<file path="src/rtl/flt_pkg.sv">
package flt_pkg;
  localparam int FLT_N    = 4;
  localparam int MINPER_W = 16;
  localparam int REG_AW   = 3;
  localparam int REG_DW   = 16;

  localparam logic [REG_AW-1:0] A_MODE   = 3'd0;
  localparam logic [REG_AW-1:0] A_SENSE  = 3'd1;
  localparam logic [REG_AW-1:0] A_SEL    = 3'd2;
  localparam logic [REG_AW-1:0] A_MINPER = 3'd3;
  localparam logic [REG_AW-1:0] A_TSTAT  = 3'd4;
  localparam logic [REG_AW-1:0] A_IRAW   = 3'd5;
  localparam logic [REG_AW-1:0] A_IMASK  = 3'd6;

  typedef struct packed {
    logic                extSrc;
    logic                minPerEn;
    logic                latchEn;
    logic                intEn;
    logic [FLT_N-1:0]    sense;
    logic [FLT_N-1:0]    srcSel;
    logic [MINPER_W-1:0] minPer;
  } fltCfg_t;

  typedef struct packed {
    logic [FLT_N-1:0] statClr;
    logic             intClr;
  } fltStrb_t;
endpackage

</file>
<file path="src/rtl/flt_ctrl.sv">
module flt_ctrl
  import flt_pkg::*;
#(
  parameter logic [FLT_N-1:0] SEL_RESET = FLT_N'(1)
) (
  input  logic              clk,
  input  logic              rstN,
  input  logic              wrEn,
  input  logic [REG_AW-1:0] wrAddr,
  input  logic [REG_DW-1:0] wrData,
  input  logic [REG_AW-1:0] rdAddr,
  output logic [REG_DW-1:0] rdData,
  input  logic [FLT_N-1:0]  trigStat,
  input  logic              rawInt,
  output fltCfg_t           cfg,
  output fltStrb_t          strb
);
  localparam int MODE_W = 4;

  always_ff @(posedge clk or negedge rstN) begin
    if (!rstN) begin
      cfg.extSrc   <= 1'b0;
      cfg.minPerEn <= 1'b0;
      cfg.latchEn  <= 1'b0;
      cfg.intEn    <= 1'b0;
      cfg.sense    <= '0;
      cfg.srcSel   <= SEL_RESET;
      cfg.minPer   <= '0;
    end else if (wrEn) begin
      case (wrAddr)
        A_MODE: begin
          cfg.extSrc   <= wrData[0];
          cfg.minPerEn <= wrData[1];
          cfg.latchEn  <= wrData[2];
          cfg.intEn    <= wrData[3];
        end
        A_SENSE:  cfg.sense  <= wrData[FLT_N-1:0];
        A_SEL:    cfg.srcSel <= wrData[FLT_N-1:0];
        A_MINPER: cfg.minPer <= wrData[MINPER_W-1:0];
        default: ;
      endcase
    end
  end

  always_comb begin
    strb.statClr = '0;
    strb.intClr  = 1'b0;
    if (wrEn && wrAddr == A_TSTAT) strb.statClr = wrData[FLT_N-1:0];
    if (wrEn && wrAddr == A_IRAW)  strb.intClr  = wrData[0];
  end

  always_comb begin
    case (rdAddr)
      A_MODE:   rdData = REG_DW'({cfg.intEn, cfg.latchEn, cfg.minPerEn, cfg.extSrc});
      A_SENSE:  rdData = REG_DW'(cfg.sense);
      A_SEL:    rdData = REG_DW'(cfg.srcSel);
      A_MINPER: rdData = REG_DW'(cfg.minPer);
      A_TSTAT:  rdData = REG_DW'(trigStat);
      A_IRAW:   rdData = REG_DW'(rawInt);
      A_IMASK:  rdData = REG_DW'(rawInt & cfg.intEn);
      default:  rdData = '0;
    endcase
  end


  mode_width_chk: assert property (@(posedge clk) disable iff (!rstN)
    (rdAddr == A_MODE) |-> (rdData[REG_DW-1:MODE_W] == '0));
endmodule

</file>
<file path="src/rtl/flt_dpath.sv">
module flt_dpath
  import flt_pkg::*;
#(
  parameter int SYNC_STAGES = 2
) (
  input  logic             clk,
  input  logic             rstN,
  input  logic [FLT_N-1:0] faultIn,
  input  fltCfg_t          cfg,
  input  fltStrb_t         strb,
  output logic             faultActive,
  output logic             faultIrq,
  output logic [FLT_N-1:0] trigStat,
  output logic             rawInt
);
  logic [FLT_N-1:0]    synced;
  logic [FLT_N-1:0]    adj;
  logic [FLT_N-1:0]    effMask;
  logic [FLT_N-1:0]    latchQ;
  logic [MINPER_W-1:0] cnt;
  logic                combRaw;
  logic                stretchOn;

  for (genvar i = 0; i < FLT_N; i++) begin : g_sync
    logic [SYNC_STAGES-1:0] syncQ;
    always_ff @(posedge clk or negedge rstN) begin
      if (!rstN) syncQ <= '0;
      else       syncQ <= {syncQ[SYNC_STAGES-2:0], faultIn[i]};
    end
    assign synced[i] = syncQ[SYNC_STAGES-1];
  end

  assign adj     = synced ^ cfg.sense;
  assign effMask = cfg.extSrc ? cfg.srcSel : FLT_N'(1);
  assign combRaw = |(adj & effMask);

  always_ff @(posedge clk or negedge rstN) begin
    if (!rstN)             cnt <= '0;
    else if (combRaw)      cnt <= cfg.minPer;
    else if (cnt != '0)    cnt <= cnt - 1'b1;
  end

  assign stretchOn   = cfg.minPerEn && (cnt != '0);
  assign faultActive = combRaw | stretchOn;

  always_ff @(posedge clk or negedge rstN) begin
    if (!rstN)             latchQ <= '0;
    else if (!cfg.latchEn) latchQ <= '0;
    else                   latchQ <= (latchQ & ~strb.statClr) | adj;
  end

  assign trigStat = cfg.latchEn ? (latchQ | adj) : adj;

  always_ff @(posedge clk or negedge rstN) begin
    if (!rstN) rawInt <= 1'b0;
    else       rawInt <= (rawInt & ~strb.intClr) | combRaw;
  end

  assign faultIrq = rawInt & cfg.intEn;


  stretch_hold_chk: assert property (@(posedge clk) disable iff (!rstN)
    ($fell(combRaw) && cfg.minPerEn && $past(cfg.minPer) != '0) |-> faultActive);

  int_set_chk: assert property (@(posedge clk) disable iff (!rstN)
    combRaw |=> rawInt);

  int_clr_chk: assert property (@(posedge clk) disable iff (!rstN)
    (strb.intClr && !combRaw) |=> !rawInt);

  for (genvar j = 0; j < FLT_N; j++) begin : g_chk

    latch_keep_chk: assert property (@(posedge clk) disable iff (!rstN)
      (cfg.latchEn && latchQ[j] && !strb.statClr[j]) |=> (!cfg.latchEn || trigStat[j]));

    latch_set_wins_chk: assert property (@(posedge clk) disable iff (!rstN)
      (cfg.latchEn && adj[j]) |=> (!cfg.latchEn || trigStat[j]));
  end
endmodule

</file>
<file path="src/rtl/pwm_fault_cond.sv">
module pwm_fault_cond
  import flt_pkg::*;
#(
  parameter int SYNC_STAGES = 2
) (
  input  logic                   clk,
  input  logic                   rstN,
  input  logic [FLT_N-1:0]       faultIn,
  input  logic                   wrEn,
  input  logic [REG_AW-1:0]      wrAddr,
  input  logic [REG_DW-1:0]      wrData,
  input  logic [REG_AW-1:0]      rdAddr,
  output logic [REG_DW-1:0]      rdData,
  output logic                   faultActive,
  output logic                   faultIrq
);
  fltCfg_t          cfg;
  fltStrb_t         strb;
  logic [FLT_N-1:0] trigStat;
  logic             rawInt;

  flt_ctrl u_ctrl (
    .clk(clk), .rstN(rstN), .wrEn(wrEn), .wrAddr(wrAddr), .wrData(wrData),
    .rdAddr(rdAddr), .rdData(rdData), .trigStat(trigStat), .rawInt(rawInt),
    .cfg(cfg), .strb(strb)
  );

  flt_dpath #(.SYNC_STAGES(SYNC_STAGES)) u_dpath (
    .clk(clk), .rstN(rstN), .faultIn(faultIn), .cfg(cfg), .strb(strb),
    .faultActive(faultActive), .faultIrq(faultIrq), .trigStat(trigStat),
    .rawInt(rawInt)
  );
endmodule

</file>
<file path="config.mk">
export PLATFORM = sky130hd
export DESIGN_NAME = pwm_fault_cond
export DESIGN_NICKNAME = d
export VERILOG_FILES = /design/src/rtl/flt_pkg.sv /design/src/rtl/flt_ctrl.sv /design/src/rtl/flt_dpath.sv /design/src/rtl/pwm_fault_cond.sv
export SDC_FILE = /design/constraint.sdc
export NUM_CORES = 1
export LEC_CHECK = 0
export BUFFER_PORTS_ARGS = -buffer_cell sky130_fd_sc_hd__buf_4
export CAP_MARGIN = 20
export CORE_UTILIZATION = 28
export CTS_BUF_LIST = sky130_fd_sc_hd__clkbuf_4
export DETAILED_ROUTE_END_ITERATION = 10
export SYNTH_ARGS = -nofsm -noshare
export SYNTH_HDL_FRONTEND = slang
export SYNTH_HIERARCHICAL = 1
export SYNTH_SLANG_ARGS = --single-unit
</file>
<file path="constraint.sdc">
create_clock -name clk -period 4.45 [get_ports clk]
set_clock_uncertainty 0.1 [all_clocks]
set_input_delay 0.2225 -clock clk [delete_from_list [all_inputs] [get_ports clk]]
set_output_delay 0.2225 -clock clk [all_outputs]
set_load 0.01 [all_outputs]
</file>
==> impl_metrics.csv, run 1 <==
group,metric,value,unit
run_status,status,"finished, final reports clean",
placement,post-dp-hpwl,5.24,mm
worst_setup_path,cp.arrival,2350,ps
finish,fin_nets,359,
finish,final_cell_mix,"dfrtp_1, buf_4, mux2_2",
worst_setup_path,criticalPathCategory,"flip-flop to output port",
power,p_per_area,489,mW/mm2
clock_tree,clk_pin_slew_worst_paths,100,ps
timing,slew_violations,0,
clock_tree,insertion_delay,390,ps
timing,min_period_over_period,60.0,%
clock_tree,cts_buffers,9,
logic_synthesis,synth.largest_area_cell,"dfrtp_1",
logic_synthesis,yosys_register_bits,57,
clock_tree,postCtsSetupBuffers,0,
grt,grt_pass1_vias,2298,
finish,ff_latch_area,0.00143,mm2
timing,fin_crit,2670,ps
grt,grt_max_degree,58,
clock_tree,cts_tree,"built",
worst_hold_path,worstHoldPathType,"primary input to flip-flop",
worst_setup_path,worstSetupEndpointType,"output port",
clock_tree,clock-sinks,57,
clock_tree,clk_path_buf_depth,2,
logic_synthesis,netlist_instances,259,
timing,setup_tns,0,ps
placement,dp_slack,2210,ps
logic_synthesis,syn_area,0.00298,mm2
timing,relSlewSlack,51.6,%
timing,setup_viol_count_final,0,
routing,drt-vias-per-instance,4.85,
worst_setup_path,critical_path.max_fanout,11,
worst_setup_path,cp-start-kind,"flip-flop",
finish,drive_gt1_share,32.9,%
routing,drcViolationCount,0,
timing,max_freq,375,MHz
finish,final_common_cell,"dfrtp_1",
floorplanning,num_io_pins,47,
clock_tree,htreeDepth,3,
routing,drt_wl_total,7.03,mm
power,ir_drop,0.000152,V
logic_synthesis,yosys_warnings,6,
logic_synthesis,synth.avg_cell_area,11.5,um2
placement,dp_cells,436,
grt,grt_pass1_wl,11.8,mm
floorplanning,die_h,105,um
finish,diodes,0,
logic_synthesis,synth-edff-count,0,
placement,routabilityCongestion,0.885,
power,leakage,1.64,nW
floorplanning,die_area,0.0111,mm2
logic_synthesis,yosysTopAreaCellShare,47.0,%
finish,final_cells,470,
routing,ant_nets,0,
logic_synthesis,synth.distinct_cells,53,
logic_synthesis,ys.flop_type,"dfrtp_1",
routing,wl_per_cell,14.9,um
clock_tree,cts_root_buf,"clkbuf_4",
logic_synthesis,yosysSeqAreaShare,47.9,%
finish,final_area,0.00381,mm2
logic_synthesis,synth_nets,289,
grt,grt_overflow_total,0,
routing,vias,2278,
finish,fill_cells,1028,
placement,port-buffer-count,46,
timing,fin_ws,1780,ps
floorplanning,start_util,28.9,%
finish,multiInputGateArea,0.00151,mm2
timing,tightestPinTransition,727,ps
routing,drtIter0Drc,136,
floorplanning,num_rows,37,
routing,drtPass1Iterations,4,
timing,finalHoldViolations,0,
timing,rsz0062_at_grt,"no",
floorplanning,die_x,105,um
grt,antenna_found_initial,0,
finish,area_delta_synth_final,27.9,%
floorplanning,core,0.0103,mm2
worst_setup_path,cp.required,4130,ps
timing,hold_ws,27.1,ps
flow_run,max_cap_violations,0,
placement,place_area,0.00347,mm2
logic_synthesis,synth_async_sr_flop_share,100,%
logic_synthesis,ys_top_cells_by_area,"dfrtp_1, mux2_2, mux2_4",
grt,grtUsageTotal,13.9,%
==> power breakdown <==
part / total (W) / switching, W / internal, W
logic: 0.000608 / 0.000306 / 0.000302
clock network: 0.000428 / 0.000188 / 0.000240
registers: 0.000826 / 0.000165 / 0.000661
total: 0.00186 / 0.000660 / 0.00120
==> kinds of logic after synthesis <==
group	Yosys count	synth area share [%]
XOR/XNOR	12	3.53
flip-flops	57	47.9
AND/OR/NAND/NOR	85	19.1
adder cells (fa/ha/maj)	1	0.420
multiplexers	36	14.7
buffers and inverters	9	1.43
AO/OA/AOI/OAI	59	12.9
==> repair_timing <==
| item | 4_1_cts | 5_1_grt |
|---|---|---|
| hold endpoints to repair | 75 | 0 |
| gates resized for setup | 0 | 0 |
| hold buffers | 18 | 0 |
==> registers in the layout, summed over array words and instances (netlist names) <==
signal / cells
u_dpath/latchQ: 4
u_dpath/rawInt: 1
u_ctrl/cfg: 28
u_dpath/g_sync.syncQ: 8
u_dpath/cnt: 16
==> metrics by stage <==
step | total power (W) | util [%]
5_1_grt | 0.00199 | 36.9
3_5_place_dp | 0.00143 | 33.6
2_1_floorplan | 0.00123 | -
4_1_cts | 0.00188 | 36.9
3_3_place_gp | 0.00141 | 33.6
6_report | 0.00186 | 36.9
==> worst max-delay path: stages (launching register included) <==
cell     delay (ps)
dfrtp_1         410
xnor2_1         350
o22ai_1         320
nor2_1          570
nand2_1         120
buf_4           180
==> synthesized netlist by cell type, drive strengths merged (5+ instances only) <==
library cell	count
nor2b	5
o21ai	16
dfrtp	56
nor2	6
a31oi	5
and2	18
o31ai	11
nand2	21
nor3	7
a21oi	7
mux2	33
xnor2	8
==> path summary, 6_finish.rpt <==
check | slack [ps] | start | end | cells past startpoint
max | 1780 | u_ctrl/cfg[23] | faultActive | 5
min | 30 | wrData[1] | u_ctrl/cfg[26] | 2
max reg2reg | 2180 | u_ctrl/cfg[23] | u_dpath/cnt[13] | 4
min reg2reg | 260 | u_dpath/g_sync[0].syncQ[0] | u_dpath/g_sync[0].syncQ[1] | 0
max in group asynchronous | 3440 | rstN | u_ctrl/cfg[10] | 2
min in group asynchronous | 330 | rstN | u_ctrl/cfg[24] | 2
==> final cells by class <==
cell class / count / area share, %
Clock buffer: 11 / 2.17
Clock inverter: 5 / 2.10
Inverter: 4 / 0.394
Multi-Input combinational cell: 193 / 39.6
Sequential cell: 57 / 37.5
Tap cell: 136 / 4.47
Timing Repair Buffer: 64 / 13.8
==> layer usage <==
layer / part of all wire, % / vias to the layer above / track usage, %
met5: 0 / - / 0
met4: 2.3 / 0 / 6.24
met3: 3.0 / 15 / 2.56
met2: 48 / 36 / 22.0
met1: 47 / 1132 / 18.4
li1: - / 1095 / -
(Power assumes the default switching activity.)
==> inputs of run 2 (changes only) <==
==> constraint.sdc (replaced) <==
create_clock -name clk -period 2.59 [get_ports clk]
set_clock_uncertainty 0.1 [all_clocks]
set_input_delay 0.1295 -clock clk [delete_from_list [all_inputs] [get_ports clk]]
set_output_delay 0.1295 -clock clk [all_outputs]
set_load 0.01 [all_outputs]
==> run 2 against run 1 <==
Compared with the run above: utilization increased by 0.88 points; sequential share of layout area decreased by 0.88 points; hold slack better by 26 ps; global-route usage is 0.30 points higher; critical path depth is 2 higher; clock-buffer cell count decreased by 2; sequential cell count unchanged; non-clock buffer count up 9; critical endpoint unchanged; first-iteration DRC count increased by 26%; final cell count increased by 1.9%; routed wire length rose by 4.7%; cell area is 2.4% higher.
==> impl_metrics.csv, run 2 (synthesis results as in run 1) <==
group,metric,value,unit
clock_tree,clock-sinks,57,
grt,grt_pass1_vias,2313,
power,netSwitchingFraction,36.8,%
finish,area_delta_synth_final,31.0,%
finish,final_cell_mix,"dfrtp_1, buf_4, dlygate4sd3_1, mux2_2, nand2_1",
run_status,status,"finished, final reports clean",
floorplanning,num_io_pins,47,
grt,met3_usage,2.43,%
grt,grt_most_used_layer,"met2",
grt,grt_pass1_wl,12.0,mm
floorplanning,die_area,0.0111,mm2
power,ir_drop,0.000260,V
clock_tree,cts_buffers,9,
finish,largest_reg_flops,28,
power,finalPower,0.00333,W
power,pwr-share-seq,42.8,%
finish,multiInputGateArea,0.00152,mm2
timing,rsz0062_at_grt,"no",
power,combPwrFrac,33.6,%
finish,largestRegisters,"u_ctrl/cfg x28, u_dpath/cnt x16, u_dpath/g_sync.syncQ x8",
timing,setup_viol_count_final,0,
grt,grt_max_degree,58,
power,leakage,1.69,nW
timing,min_period_over_period,91.1,%
routing,drtPass1Iterations,4,
power,p_per_area,853,mW/mm2
timing,relSlewSlack,51.1,%
floorplanning,start_util,28.9,%
worst_setup_path,worstSetupEndpointType,"output port",
power,p_sw,0.00123,W
floorplanning,num_rows,37,
placement,port-buffer-count,46,
finish,final_common_cell,"dfrtp_1",
flow_run,max_cap_violations,0,
finish,ff_latch_area,0.00143,mm2
timing,fin_ws,231,ps
worst_setup_path,reg2reg_depth,6,
worst_setup_path,crit_path_top_delay_cell,"dfrtp_1",
timing,fin_crit,2360,ps
grt,grt_use_met1,19.0,%
timing,slew_violations,0,
timing,max_freq,424,MHz
worst_setup_path,cp_num_buf_inv,3,
timing,setup_tns,0,ps
worst_setup_path,worst-path-stages,7,
finish,largest-register,"u_ctrl/cfg",
finish,final_cells,479,
clock_tree,htreeDepth,3,
placement,dp_cells,439,
finish,drive_gt1_share,33.5,%
worst_hold_path,min_path_cells,3,
clock_tree,insertion_delay,410,ps
worst_setup_path,r2r_slack,540,ps
grt,use_met2,22.4,%
worst_setup_path,criticalPathCategory,"flip-flop to output port",
floorplanning,core,0.0103,mm2
worst_setup_path,crit_family,"buffers and inverters",
clock_tree,clk_pin_slew_worst_paths,120,ps
clock_tree,cts_root_buf,"clkbuf_4",
placement,dp_slack,390,ps
placement,post-dp-hpwl,5.19,mm
timing,tightestPinTransition,734,ps
routing,vias,2344,
clock_tree,cts_tree,"built",
power,internal_power,0.00210,W
placement,routabilityCongestion,0.883,
routing,drt-vias-per-instance,4.89,
clock_tree,clk_path_buf_depth,2,
worst_setup_path,cp-start-kind,"flip-flop",
grt,grtUsageTotal,14.2,%
power,pwr-share-clk,23.6,%
worst_setup_path,path_common_cell,"buf_4",
routing,wl_per_cell,15.4,um
worst_setup_path,path_cells,"xnor2_1, o22ai_1, buf_4, nor2_1, buf_4, nand2_1, buf_4",
worst_setup_path,critical_path.max_fanout,11,
worst_hold_path,worstHoldPathType,"primary input to flip-flop",
routing,drtIter0Drc,172,
finish,utilization,37.8,%
routing,ant_nets,0,
floorplanning,die_x,105,um
worst_setup_path,crit_path_max_incr_delay,430,ps
grt,antenna_found_initial,0,
finish,fin_nets,368,
routing,drt_wl_total,7.35,mm
finish,diodes,0,
finish,fill_cells,1019,
floorplanning,die_h,105,um
grt,grt_overflow_total,0,
worst_setup_path,cp.required,2360,ps
timing,finalHoldViolations,0,
routing,drcViolationCount,0,
worst_setup_path,cp.arrival,2130,ps
[run 2: cell count changes in the layout (fill, tap and decap cells not counted)]
cell / before / now
buf_4: 46 / 51
clkbuf_4: 11 / 9
clkinv_2: 1 / 0
clkinv_4: 0 / 2
clkinvlp_4: 2 / 1
dlygate4sd3_1: 18 / 22
inv_6: 0 / 2
nor3b_2: 1 / 0
nor3b_4: 0 / 1
[run 2: power groups by stage]
stage	clock network (W)	logic [W]	registers, W
after floorplan	0	0.000755	0.00136
after global placement	0	0.00103	0.00143
after detailed placement	0	0.00106	0.00144
after CTS	0.000798	0.00110	0.00142
after global routing	0.000851	0.00123	0.00146
final	0.000784	0.00112	0.00142
[run 2: repair_timing]
| item | in CTS | in global routing |
|---|---|---|
| endpoints found under the hold margin | 89 | 0 |
| setup buffers | 0 | 2 |
| gates cloned | 0 | 0 |
| hold buffers | 22 | 0 |
| resized for setup | 1 | 0 |
| setup endpoints to repair | 1 | 1 |
[run 2: path summary, 6_finish.rpt]
kind                                       startpoint                         end
min in group asynchronous                        rstN              u_dpath/rawInt
max                                    u_ctrl/cfg[22]                 faultActive
min reg2reg                u_dpath/g_sync[0].syncQ[0]  u_dpath/g_sync[0].syncQ[1]
min                                         wrAddr[2]              u_ctrl/cfg[27]
max in group asynchronous                        rstN              u_dpath/cnt[3]
max reg2reg                            u_ctrl/cfg[22]             u_dpath/cnt[15]
[run 2: tightest hold or removal path, stage by stage]
cell and delay (ps):
buf_4 120, nor4b_4 60, mux2_2 210
[run 2: layer usage]
metal | routed length [um] | vias up
met5 | 0 | -
met3 | 329 | 8
li1 | - | 1118
met4 | 104 | 0
met2 | 3510 | 59
met1 | 3410 | 1159
[run 2: per-stage QoR]
step | hold slack, ps | area (um2)
CTS | 27.1 | 3890
detailed placement | 141 | 3490
finish | 53.0 | 3900
global placement | 140 | 3490
floorplan | -266 | 2980
global route | 21.3 | 3900
[run 2: final cells by class]
| type | instances | share of cell area [%] |
|---|---|---|
| Tap cell | 136 | 4.36 |
| Multi-Input combinational cell | 193 | 38.8 |
| Sequential cell | 57 | 36.6 |
| Clock inverter | 7 | 2.63 |
| Clock buffer | 9 | 1.73 |
| Inverter | 4 | 0.385 |
| Timing Repair Buffer | 73 | 15.5 |
